===== src/rtl/dbg_halt_pkg.sv =====
package dbg_halt_pkg;

    typedef enum logic [1:0] {
        XK_NONE = 2'd0,
        XK_ADDR = 2'd1,
        XK_SOFT = 2'd2
    } xkind_t;

    typedef enum logic [1:0] {
        ST_HALT  = 2'd0,
        ST_RUN   = 2'd1,
        ST_STEP  = 2'd2,
        ST_DRAIN = 2'd3
    } dstate_t;

    typedef struct packed {
        logic        v;
        xkind_t      kind;
        logic        dslot;
        logic [31:0] pc;
        logic [31:0] br_pc;
    } stage_t;

endpackage


===== src/rtl/dbg_bp_match.sv =====
module dbg_bp_match #(
    parameter int NUM_BP = 4,
    parameter int AW     = 32,
    localparam int IDXW  = (NUM_BP > 1) ? $clog2(NUM_BP) : 1
) (
    input  logic            clk,
    input  logic            rst_n,
    input  logic            wr,
    input  logic [IDXW-1:0] wr_idx,
    input  logic [AW-1:0]   wr_addr,
    input  logic            wr_en,
    input  logic [AW-1:0]   fetch_pc,
    input  logic            mask,
    output logic            hit
);
    localparam logic [AW-1:0] CMP_MASK = ~AW'(3);

    logic [AW-1:0]     addr_q [NUM_BP];
    logic [NUM_BP-1:0] en_q;
    logic [NUM_BP-1:0] eq;

    for (genvar g = 0; g < NUM_BP; g++) begin : g_entry
        always_ff @(posedge clk) begin
            if (!rst_n) begin
                addr_q[g] <= '0;
                en_q[g]   <= 1'b0;
            end else if (wr && wr_idx == IDXW'(g)) begin
                addr_q[g] <= wr_addr;
                en_q[g]   <= wr_en;
            end
        end
        assign eq[g] = en_q[g] && (((addr_q[g] ^ fetch_pc) & CMP_MASK) == '0);
    end

    assign hit = (|eq) && !mask;

endmodule


===== src/rtl/dbg_tag_pipe.sv =====
module dbg_tag_pipe
    import dbg_halt_pkg::*;
(
    input  logic   clk,
    input  logic   rst_n,
    input  logic   fire,
    input  logic   hit,
    input  logic [31:0] if_pc,
    input  logic   if_dslot,
    input  logic [31:0] if_br_pc,
    input  logic   id_brk,
    input  logic   flush,
    output stage_t mem_q,
    output logic   empty
);
    stage_t id_q, ex_q;
    logic   wb_v;
    stage_t id_d, ex_d;

    always_comb begin
        id_d       = '0;
        id_d.v     = fire && !flush;
        id_d.kind  = hit ? XK_ADDR : XK_NONE;
        id_d.dslot = if_dslot;
        id_d.pc    = if_pc;
        id_d.br_pc = if_br_pc;
        if (!id_d.v) begin
            id_d = '0;
        end
    end

    always_comb begin
        ex_d = id_q;
        if (id_q.v && id_q.kind == XK_NONE && id_brk) begin
            ex_d.kind = XK_SOFT;
        end
        if (flush) begin
            ex_d = '0;
        end
    end

    always_ff @(posedge clk) begin
        if (!rst_n) begin
            id_q  <= '0;
            ex_q  <= '0;
            mem_q <= '0;
            wb_v  <= 1'b0;
        end else begin
            id_q  <= id_d;
            ex_q  <= ex_d;
            mem_q <= flush ? '0 : ex_q;
            wb_v  <= mem_q.v && !(flush && mem_q.kind == XK_ADDR);
        end
    end

    assign empty = !id_q.v && !ex_q.v && !mem_q.v && !wb_v;

endmodule


===== src/rtl/dbg_halt_fsm.sv =====
module dbg_halt_fsm
    import dbg_halt_pkg::*;
#(
    parameter logic [31:0] RESET_PC = 32'h0000_0000
) (
    input  logic        clk,
    input  logic        rst_n,
    input  stage_t      mem_q,
    input  logic        empty,
    input  logic        if_valid,
    input  logic [31:0] pc_next,
    input  logic        run_req,
    input  logic        step_req,
    output logic        fetch_en,
    output logic        flush,
    output logic        mem_kill,
    output logic        halted,
    output logic [31:0] resume_pc,
    output logic        mask_arm
);
    dstate_t state_q, state_d;
    logic    evt;
    logic    evt_seen_q;

    assign evt = mem_q.v && mem_q.kind != XK_NONE;

    always_comb begin
        state_d = state_q;
        unique case (state_q)
            ST_HALT: begin
                if (run_req)       state_d = ST_RUN;
                else if (step_req) state_d = ST_STEP;
            end
            ST_RUN: begin
                if (evt) state_d = ST_DRAIN;
            end
            ST_STEP: begin
                if (evt || if_valid) state_d = ST_DRAIN;
            end
            ST_DRAIN: begin
                if (!evt && empty) state_d = ST_HALT;
            end
        endcase
    end

    always_ff @(posedge clk) begin
        if (!rst_n) begin
            state_q <= ST_HALT;
        end else begin
            state_q <= state_d;
        end
    end

    always_comb begin
        fetch_en = 1'b0;
        flush    = 1'b0;
        mem_kill = 1'b0;
        halted   = 1'b0;
        unique case (state_q)
            ST_HALT: begin
                halted = 1'b1;
            end
            ST_RUN, ST_STEP: begin
                fetch_en = !evt;
                flush    = evt;
                mem_kill = evt && mem_q.kind == XK_ADDR;
            end
            ST_DRAIN: begin
                flush    = evt;
                mem_kill = evt && mem_q.kind == XK_ADDR;
            end
        endcase
    end

    always_ff @(posedge clk) begin
        if (!rst_n) begin
            resume_pc  <= RESET_PC;
            evt_seen_q <= 1'b0;
            mask_arm   <= 1'b0;
        end else begin
            if (fetch_en && if_valid) begin
                mask_arm <= 1'b0;
            end
            if (evt) begin
                evt_seen_q <= 1'b1;
                mask_arm   <= (mem_q.kind == XK_ADDR);
                if (mem_q.kind == XK_ADDR) begin
                    resume_pc <= mem_q.dslot ? mem_q.br_pc : mem_q.pc;
                end else begin
                    resume_pc <= mem_q.pc + 32'd4;
                end
            end else if (state_q == ST_DRAIN && empty && !evt_seen_q) begin
                resume_pc <= pc_next;
            end
            if (state_q == ST_HALT && (run_req || step_req)) begin
                evt_seen_q <= 1'b0;
            end
        end
    end

endmodule


===== src/rtl/dbg_halt_ctrl.sv =====
module dbg_halt_ctrl
    import dbg_halt_pkg::*;
#(
    parameter int          NUM_BP   = 4,
    parameter logic [31:0] RESET_PC = 32'h0000_0000,
    localparam int         IDXW     = (NUM_BP > 1) ? $clog2(NUM_BP) : 1
) (
    input  logic            clk,
    input  logic            rst_n,
    input  logic            bp_wr,
    input  logic [IDXW-1:0] bp_idx,
    input  logic [31:0]     bp_addr,
    input  logic            bp_en,
    input  logic            if_valid,
    input  logic [31:0]     if_pc,
    input  logic            if_dslot,
    input  logic [31:0]     if_br_pc,
    input  logic            id_brk,
    input  logic [31:0]     pc_next,
    input  logic            run_req,
    input  logic            step_req,
    output logic            fetch_en,
    output logic            flush,
    output logic            mem_kill,
    output logic            halted,
    output logic [31:0]     resume_pc
);
    logic   hit;
    logic   mask_arm;
    logic   pipe_empty;
    stage_t mem_q;

    dbg_bp_match #(.NUM_BP(NUM_BP), .AW(32)) u_match (
        .clk      (clk),
        .rst_n    (rst_n),
        .wr       (bp_wr),
        .wr_idx   (bp_idx),
        .wr_addr  (bp_addr),
        .wr_en    (bp_en),
        .fetch_pc (if_pc),
        .mask     (mask_arm),
        .hit      (hit)
    );

    dbg_tag_pipe u_tags (
        .clk      (clk),
        .rst_n    (rst_n),
        .fire     (fetch_en && if_valid),
        .hit      (hit),
        .if_pc    (if_pc),
        .if_dslot (if_dslot),
        .if_br_pc (if_br_pc),
        .id_brk   (id_brk),
        .flush    (flush),
        .mem_q    (mem_q),
        .empty    (pipe_empty)
    );

    dbg_halt_fsm #(.RESET_PC(RESET_PC)) u_fsm (
        .clk       (clk),
        .rst_n     (rst_n),
        .mem_q     (mem_q),
        .empty     (pipe_empty),
        .if_valid  (if_valid),
        .pc_next   (pc_next),
        .run_req   (run_req),
        .step_req  (step_req),
        .fetch_en  (fetch_en),
        .flush     (flush),
        .mem_kill  (mem_kill),
        .halted    (halted),
        .resume_pc (resume_pc),
        .mask_arm  (mask_arm)
    );

endmodule


===== config.mk =====
export PLATFORM = sky130hd
export DESIGN_NAME = dbg_halt_ctrl
export DESIGN_NICKNAME = d
export VERILOG_FILES = /design/src/rtl/dbg_halt_pkg.sv /design/src/rtl/dbg_bp_match.sv /design/src/rtl/dbg_tag_pipe.sv /design/src/rtl/dbg_halt_fsm.sv /design/src/rtl/dbg_halt_ctrl.sv
export SDC_FILE = /design/constraint.sdc
export NUM_CORES = 1
export LEC_CHECK = 0
export ABC_AREA = 1
export BUFFER_PORTS_ARGS = -buffer_cell sky130_fd_sc_hd__buf_2
export CORE_UTILIZATION = 40
export DETAILED_ROUTE_END_ITERATION = 7
export PLACE_DENSITY = 0.7
export SETUP_SLACK_MARGIN = 0.1
export SYNTH_ARGS = -nofsm -noshare
export SYNTH_HDL_FRONTEND = slang
export SYNTH_HIERARCHICAL = 1
export SYNTH_SLANG_ARGS = --single-unit

===== constraint.sdc =====
create_clock -name clk -period 1.7 [get_ports clk]
set_clock_uncertainty 0.05 [all_clocks]
set_input_delay 0.17 -clock clk [delete_from_list [all_inputs] [get_ports clk]]
set_output_delay 0.17 -clock clk [all_outputs]
set_load 0.01 [all_outputs]

# == Yosys cells after proc, flatten, opt, wreduce, memory -nomap -nowiden ==
# Memories as Yosys holds them, arrays and structs flattened.
# Index checks and enable logic that the tools add are counted.
# word_totals
mem_count,1
regBits,245
inputBits,139
ram_bits,128
output_inout_bits,36
# mem_list
name,words,word_bits,rd,rd_ports_with_merged_regs,write_ports,line,rtl
u_match.addr_q,4,32,4,0,4,dbg_bp_match.sv:18,logic [AW-1:0] addr_q [NUM_BP];
# op_classes
eq_ne,11
bitwise,9
muxes,36
reduce_logical,53
add_sub_neg,1
# ops
op,n
two-way mux 32 bit,8
logical NOT 32 bit,4
bitwise XOR 32 bit,4
two-way mux 68 bit,1
"adder 32 x 3 -> 32 bit, second input constant",1
logical AND 1 bit,24
two-way mux 1 bit,20
two-way mux 2 bit,6
logical NOT 1 bit,9
"== test 2 bit, second input constant",4
case mux 2 bit (4 select lines),1
"== test 2 x 1 -> 1 bit, second input constant",3
logical NOT 2 bit,3
"inequality test 2 x 1 -> 1 bit, second input constant",3
nonzero test 2 bit,3
OR reduction 2 bit,3
OR reduction 3 bit,2
bitwise OR 1 bit,4
AND reduction 4 bit,1
OR reduction 4 bit,1
"inequality test 3 bit, second input constant",1
logical OR 1 bit,2
AND reduction 2 bit,1
NOT 1 bit,1

# == Logic depth before layout (Yosys ltp) ==
# depth
ltp_word,8
ltp_mapped,14
ltp_nobuf,14

# == Hierarchy ==
# Netlist, hierarchy kept.
# by_module_without_submodules
mod,cells_each,area_per_inst_um2,seq_area_each_um2,n_inst
dbg_bp_match,817,6572.6,3683.5,1
dbg_tag_pipe,642,5780.5,4083.9,1
dbg_halt_fsm,563,3261.9,720.7,1
dbg_halt_ctrl,2,7.5,0.0,1

# == Worst setup path after synthesis ==
# No wires, ideal clock.
# synth_timing
kind,register to register
startpoint,reg u_tags/mem_q[66] (netlist name)
endpoint,reg u_tags/id_q[54] in the netlist's numbering
path_stages_with_launch,11
arrival_time_ns,1.710
required_ns,1.586
synth_period_minus_slack_ns,1.824
n_path_buf,3
setup_slack_ns,-0.124
path_cell_list,dfxtp_1 > o21ai_4 > inv_4 > buf_2 > nor2_1 > nand2_1 > inv_1 > nand3_1 > buf_2 > buf_2 > nor2_1
# synth_between
elab_chain_len,7
word_cells_on_any_way,9
classes_between,2 x mux; 7 x reduce/logical
# synth_lines
item,line,rtl
nonzero test 2 bit,dbg_halt_fsm.sv:25,assign evt = mem_q.v && mem_q.kind != XK_NONE;
logical AND 1 bit,dbg_halt_fsm.sv:25,
logical NOT 1 bit,dbg_halt_fsm.sv:64,fetch_en = !evt;
two-way mux 1 bit,dbg_halt_fsm.sv:59,unique case (state_q)
named net fetch_en,dbg_halt_ctrl.sv:22,"output logic fetch_en,"
logical AND 1 bit,dbg_halt_ctrl.sv:48,".fire (fetch_en && if_valid),"
logical AND 1 bit,dbg_tag_pipe.sv:22,id_d.v = fire && !flush;
AND reduction 2 bit (no source line),n/a,
"end signal, assigned",dbg_tag_pipe.sv:49,id_q <= id_d;
"end, declared",dbg_tag_pipe.sv:16,"stage_t id_q, ex_q;"
# The timed path passes the listed nets, and every way through them passes these cells.
# A chain may end at the register's enable or synchronous reset.

# == Final worst setup path ==
# layout_timing
startpoint,reg u_tags/mem_q[66] (netlist name)
endpoint,reg u_fsm.resume_pc[1]
# layout_between
elab_chain_len,3
word_cells_on_any_way,6
classes_between,1 x eq/ne; 2 x mux; 3 x reduce/logical
# layout_lines
item,line,rtl
== test 2 x 1 -> 1 bit / nonzero test 2 bit (equally long branches),"dbg_halt_fsm.sv:87, dbg_halt_fsm.sv:25",
two-way mux 32 bit / logical AND 1 bit (equally long branches),"dbg_halt_fsm.sv:87, dbg_halt_fsm.sv:25",
two-way mux 32 bit / nonzero test 2 bit (equally long branches),n/a,
"end signal, assigned",dbg_halt_fsm.sv:88,resume_pc <= mem_q.dslot ? mem_q.br_pc : mem_q.pc;
"end signal, assigned",dbg_halt_fsm.sv:90,resume_pc <= mem_q.pc + 32'd4;
"end signal, assigned",dbg_halt_fsm.sv:93,resume_pc <= pc_next;
"end, declared",dbg_halt_fsm.sv:18,"output logic [31:0] resume_pc,"
# Several ways; a longest one is shown, not always the timed one.

==> report_table.html <==
<table>
<tr><th>Metric</th><th>Value</th></tr>
<tr><th colspan="2">Floorplan</th></tr>
<tr><td>Initial standard-cell utilization of the core</td><td>40.5%</td></tr>
<tr><td>Die span in y</td><td>roughly 200 um</td></tr>
<tr><td>Placeable Area</td><td>0.0386 mm2</td></tr>
<tr><td>X dimension of the die</td><td>200 um</td></tr>
<tr><td>Number of top-level pins</td><td>175</td></tr>
<tr><td>Die area</td><td>0.0399 mm2</td></tr>
<tr><td>Number of standard-cell rows in the floorplan</td><td>72</td></tr>
<tr><th colspan="2">Setup path</th></tr>
<tr><td>Category of the most critical setup path</td><td>flop to flop</td></tr>
<tr><td>Required time at the worst-slack endpoint</td><td>2060 ps</td></tr>
<tr><td>Data arrival, critical path</td><td>2080 ps</td></tr>
<tr><td>CP Max Fanout</td><td>7</td></tr>
<tr><td>Kind of capture point of the worst setup path</td><td>flop</td></tr>
<tr><td>Startpoint Class</td><td>flop</td></tr>
<tr><th colspan="2">Drt</th></tr>
<tr><td>First DRT Iteration DRCs</td><td>roughly 1100</td></tr>
<tr><td>Via count</td><td>13700</td></tr>
<tr><td>Average vias per placed instance</td><td>roughly 4.7</td></tr>
<tr><td>Total routed wirelength</td><td>43.8 mm</td></tr>
<tr><td>Post-detailed-route DRC marker count</td><td>0</td></tr>
<tr><td>ANT nets after route</td><td>0</td></tr>
<tr><td>Number of search-and-repair iterations in the first detailed-routing pass</td><td>7</td></tr>
<tr><td>Routed wire per std cell</td><td>between 10 and 15 um</td></tr>
<tr><th colspan="2">Yosys</th></tr>
<tr><td>Warning count from the yosys run</td><td>6</td></tr>
<tr><td>Distinct cells, synth</td><td>between 40 and 50</td></tr>
<tr><td>Area fraction in compound gates after synthesis</td><td>under 10%</td></tr>
<tr><td>Synthesized area per cell</td><td>7.72 um2</td></tr>
<tr><td>Flops &amp; latches, synth</td><td>364</td></tr>
<tr><td>Adder-cell share of the synthesized area</td><td>less than 1%</td></tr>
<tr><td>Portion of synthesized cell area occupied by the leading cell type</td><td>31.3%</td></tr>
<tr><td>Main combinational cell family by area after synthesis</td><td>simple AND/OR/NAND/NOR gates</td></tr>
<tr><td>Cell area after synthesis</td><td>0.0156 mm2</td></tr>
<tr><td>Mux share of post-synthesis cell area</td><td>0%</td></tr>
<tr><td>Number of synthesized flops with an enable pin</td><td>120</td></tr>
<tr><td>Top_reg_cell synth</td><td>sky130_fd_sc_hd__dfxtp_1</td></tr>
<tr><td>Post-synthesis sequential area ratio</td><td>54.3%</td></tr>
<tr><td>Fraction of the mapped netlist area in simple logic gates</td><td>between 20% and 30%</td></tr>
<tr><td>Fraction of registers with async set/reset</td><td>0%</td></tr>
<tr><td>XOR/XNOR Fraction of Synth Area</td><td>under 10%</td></tr>
<tr><td>Dominant cell type by area after synthesis</td><td>sky130_fd_sc_hd__dfxtp_1</td></tr>
<tr><td>Post-synth net total</td><td>around 2200</td></tr>
<tr><td>Cell types with the largest area share after synthesis</td><td>sky130_fd_sc_hd__dfxtp_1 (31%), sky130_fd_sc_hd__edfxtp_1 (23%), sky130_fd_sc_hd__nor2_1 (10%), sky130_fd_sc_hd__nand2_1 (10%), sky130_fd_sc_hd__inv_1 (9.8%)</td></tr>
<tr><td>Post-Syn Instances</td><td>2024</td></tr>
<tr><th colspan="2">Global route</th></tr>
<tr><td>Vias in the first global route</td><td>13000</td></tr>
<tr><td>Gr ovfl total</td><td>0</td></tr>
<tr><td>All-Layer GR Usage</td><td>21.0%</td></tr>
<tr><td>Number of antenna violations at the first check in global routing</td><td>3</td></tr>
<tr><td>Pin count of the biggest net entering global routing</td><td>47</td></tr>
<tr><td>First-pass GRT wire length</td><td>64.9 mm</td></tr>
<tr><th colspan="2">CTS</th></tr>
<tr><td>Total clock sinks</td><td>between 300 and 400</td></tr>
<tr><td>TritonCTS clock tree</td><td>built</td></tr>
<tr><td>Buffer levels on the longest clock path</td><td>3</td></tr>
<tr><td>Clock buffers created by TritonCTS</td><td>40</td></tr>
<tr><td>Clk pin slew, worst setup/hold paths</td><td>60 ps</td></tr>
<tr><td>CTS root buffer</td><td>sky130_fd_sc_hd__clkbuf_16</td></tr>
<tr><td>Level count of the clock H-tree</td><td>2</td></tr>
<tr><td>Clock latency of the later-clocked register in the worst-skew pair</td><td>540 ps</td></tr>
<tr><th colspan="2">Final layout</th></tr>
<tr><td>Commonest non-fill, non-tap cells in the layout</td><td>sky130_fd_sc_hd__nor2_1 (409), sky130_fd_sc_hd__nand2_1 (402), sky130_fd_sc_hd__inv_1 (398), sky130_fd_sc_hd__dfxtp_1 (223), sky130_fd_sc_hd__buf_2 (164)</td></tr>
<tr><td>Fin cells</td><td>2939</td></tr>
<tr><td>Number of fill cells in the layout</td><td>3523</td></tr>
<tr><td>FF/Latch Area</td><td>0.00852 mm2</td></tr>
<tr><td>Area of the multi-input gates</td><td>0.00555 mm2</td></tr>
<tr><td>Ratio of cells with drive above 1 in the final layout</td><td>around 20%</td></tr>
<tr><td>Area growth from synthesis to final layout</td><td>34.5%</td></tr>
<tr><td>Most common cell after layout, fill and taps aside</td><td>sky130_fd_sc_hd__nor2_1</td></tr>
<tr><td>Layout net count</td><td>around 2500</td></tr>
<tr><th colspan="2">STA</th></tr>
<tr><td>Count of final setup violators</td><td>3</td></tr>
<tr><td>Fraction of the cycle the final worst path needs</td><td>101%</td></tr>
<tr><td>Maximum clock frequency</td><td>approximately 0.58 GHz</td></tr>
<tr><td>Total count of max-transition violations in the final report</td><td>0</td></tr>
<tr><td>Final Worst Setup Slack</td><td>-22.1 ps</td></tr>
<tr><td>Slew of the pin with the lowest slew margin</td><td>612 ps</td></tr>
<tr><td>Final hold violations</td><td>0</td></tr>
<tr><td>Setup repair after global routing missed its margin</td><td>yes</td></tr>
<tr><td>Final critical path time including I/O delays and setup</td><td>around 1700 ps</td></tr>
<tr><td>Slew headroom</td><td>59.1%</td></tr>
<tr><th colspan="2">Power and ir drop</th></tr>
<tr><td>Switching Power</td><td>5530 uW</td></tr>
<tr><td>Part of the total power dissipated in sequential elements</td><td>45.6%</td></tr>
<tr><td>Total design power</td><td>22000 uW</td></tr>
<tr><td>Power share of the combinational group</td><td>between 10% and 20%</td></tr>
<tr><td>Clock network fraction of design power</td><td>around two fifths</td></tr>
<tr><td>Static leakage</td><td>0.00942 uW</td></tr>
<tr><td>Maximum ir drop on the vdd rail</td><td>0.638 mV</td></tr>
<tr><td>Power density relative to cell area</td><td>1050 mW/mm2</td></tr>
<tr><td>Switching share of power</td><td>25.1%</td></tr>
<tr><td>Cell internal pwr</td><td>roughly 16000 uW</td></tr>
<tr><th colspan="2">Placement</th></tr>
<tr><td>Placed instance count</td><td>between 2000 and 3000</td></tr>
<tr><td>Worst setup timing slack at the placement stage</td><td>14.0 ps</td></tr>
<tr><td>Last weighted congestion value of the routability-driven placer</td><td>0.901</td></tr>
<tr><td>Post-DP HPWL</td><td>about 29 mm</td></tr>
<tr><td>Number of buffers added on ports</td><td>around 170</td></tr>
<tr><th colspan="2">Outcome</th></tr>
<tr><td>Run status</td><td>complete, but fails checks</td></tr>
<tr><td>Violated checks</td><td>setup timing</td></tr>
<tr><th colspan="2">Flow run</th></tr>
<tr><td>Max-cap violation count</td><td>0</td></tr>
<tr><th colspan="2">Min path</th></tr>
<tr><td>Path type of the worst min-delay path</td><td>input pin to flop</td></tr>
</table>
## routing by layer
| layer | global-route usage [%] | vias to the layer above | share of wire, % |
|---|---|---|---|
| met1 | 26.2 | 6326 | 41 |
| met5 | 0 | - | 0.030 |
| met4 | 6.64 | 2 | 2.6 |
| li1 | - | 6764 | - |
| met2 | 36.9 | 566 | 49 |
| met3 | 3.24 | 87 | 7.4 |
## Yosys cell counts (2+ instances only)
master                       n
sky130_fd_sc_hd__nor3_1      4
sky130_fd_sc_hd__xnor2_1    37
sky130_fd_sc_hd__dfxtp_1   244
sky130_fd_sc_hd__or2_2      12
sky130_fd_sc_hd__a21oi_2     5
sky130_fd_sc_hd__nand2_1   418
sky130_fd_sc_hd__o21bai_1    2
sky130_fd_sc_hd__clkbuf_1   29
sky130_fd_sc_hd__nand2_2     6
sky130_fd_sc_hd__nand2_4     2
sky130_fd_sc_hd__o21ai_0    53
sky130_fd_sc_hd__buf_6       5
sky130_fd_sc_hd__and2_1      2
sky130_fd_sc_hd__clkinv_1    3
sky130_fd_sc_hd__clkbuf_2    7
sky130_fd_sc_hd__a21oi_1    56
sky130_fd_sc_hd__o211ai_1    4
sky130_fd_sc_hd__o22ai_1     4
sky130_fd_sc_hd__nor2_1    435
sky130_fd_sc_hd__nor2_2      4
sky130_fd_sc_hd__ha_1        5
sky130_fd_sc_hd__inv_1     406
sky130_fd_sc_hd__nand3_1    55
sky130_fd_sc_hd__nand4_1    16
sky130_fd_sc_hd__buf_2      19
sky130_fd_sc_hd__nor2_4     10
sky130_fd_sc_hd__edfxtp_1  120
sky130_fd_sc_hd__o21ai_1    19
sky130_fd_sc_hd__xor2_1      7
sky130_fd_sc_hd__buf_4       6
sky130_fd_sc_hd__a211oi_1    2
sky130_fd_sc_hd__inv_2      18
## cells by family (layout without fill, tap and decap cells)
family          after synthesis  count (layout)
compound gates              152             152
fa+ha+maj                     5               5
xor+xnor                     44              44
other cells                   0               3
flops                       364             364
simple gates                965             966
buf+inv                     494             887
## timing repair
item / CTS / global route
endpoints found under the setup margin: 120 / 213
resized for setup: 51 / 122
pin swaps: 14 / 42
hold endpoints to repair: 225 / 0
hold buffers: 132 / 0
setup buffers: 13 / 14
gates cloned: 1 / 9
## through the flow
stage | utilization [%] | hold WS [ps] | setup TNS [ps] | area (um2)
floorplan | - | 232 | 0 | 15700
global placement | 45.0 | 339 | 0 | 17400
detailed placement | 45.0 | 342 | 0 | 17400
CTS | 52.7 | 97.1 | -34.3 | 20300
global route | 54.5 | 134 | -1050 | 21000
finish | 54.5 | 104 | -30.8 | 21000
## final timing paths
check | slack (ps) | startpoint | cells past startpoint | end
max | -20 | u_tags/mem_q[66] | 9 | u_fsm/resume_pc[1]
min | 100 | if_pc[17] | 4 | u_tags/id_q[49]
max reg2reg | -20 | u_tags/mem_q[66] | 9 | u_fsm/resume_pc[1]
min reg2reg | 340 | u_tags/id_q[56] | 2 | u_tags/ex_q[56]
## sequential cells by signal, summed over array words and instances (netlist names)
| name | flops |
|---|---|
| u_match/addr_q | 120 |
| u_fsm/mask_arm | 1 |
| u_fsm/resume_pc | 32 |
| u_fsm/state_q | 2 |
| u_tags/mem_q | 68 |
| u_fsm/evt_seen_q | 1 |
| u_tags/id_q | 67 |
| u_match/en_q | 4 |
| u_tags/ex_q | 68 |
| u_tags/wb_v | 1 |
## area by class of cell
cell class,instances,share of cell area [%]
flip-flops and latches,364,40.5
multi-input cells,1167,26.4
repair buffers,389,15.7
inverters,428,7.73
clock buffers,49,5.12
well taps,518,3.08
clock inverters,21,1.38
diodes,3,0.0357
## power groups by stage
stage / clock [uW] / combinational, uW / sequential, uW
2_1_floorplan: 0 / 1460 / 10200
3_3_place_gp: 0 / 2330 / 10200
3_5_place_dp: 0 / 2380 / 10200
4_1_cts: 9030 / 2740 / 10000
5_1_grt: 9400 / 3400 / 10100
6_report: 8890 / 3090 / 10000
## critical path, cell delays in order (launching register included)
cell	delay, ps
sky130_fd_sc_hd__dfxtp_2	320
sky130_fd_sc_hd__buf_4	130
sky130_fd_sc_hd__o21ai_4	190
sky130_fd_sc_hd__inv_4	70
sky130_fd_sc_hd__buf_12	150
sky130_fd_sc_hd__nor2_8	170
sky130_fd_sc_hd__inv_8	70
sky130_fd_sc_hd__buf_8	140
sky130_fd_sc_hd__o21ai_1	210
sky130_fd_sc_hd__a21oi_1	80
Note: power is estimated with default switching activity, not from simulation.
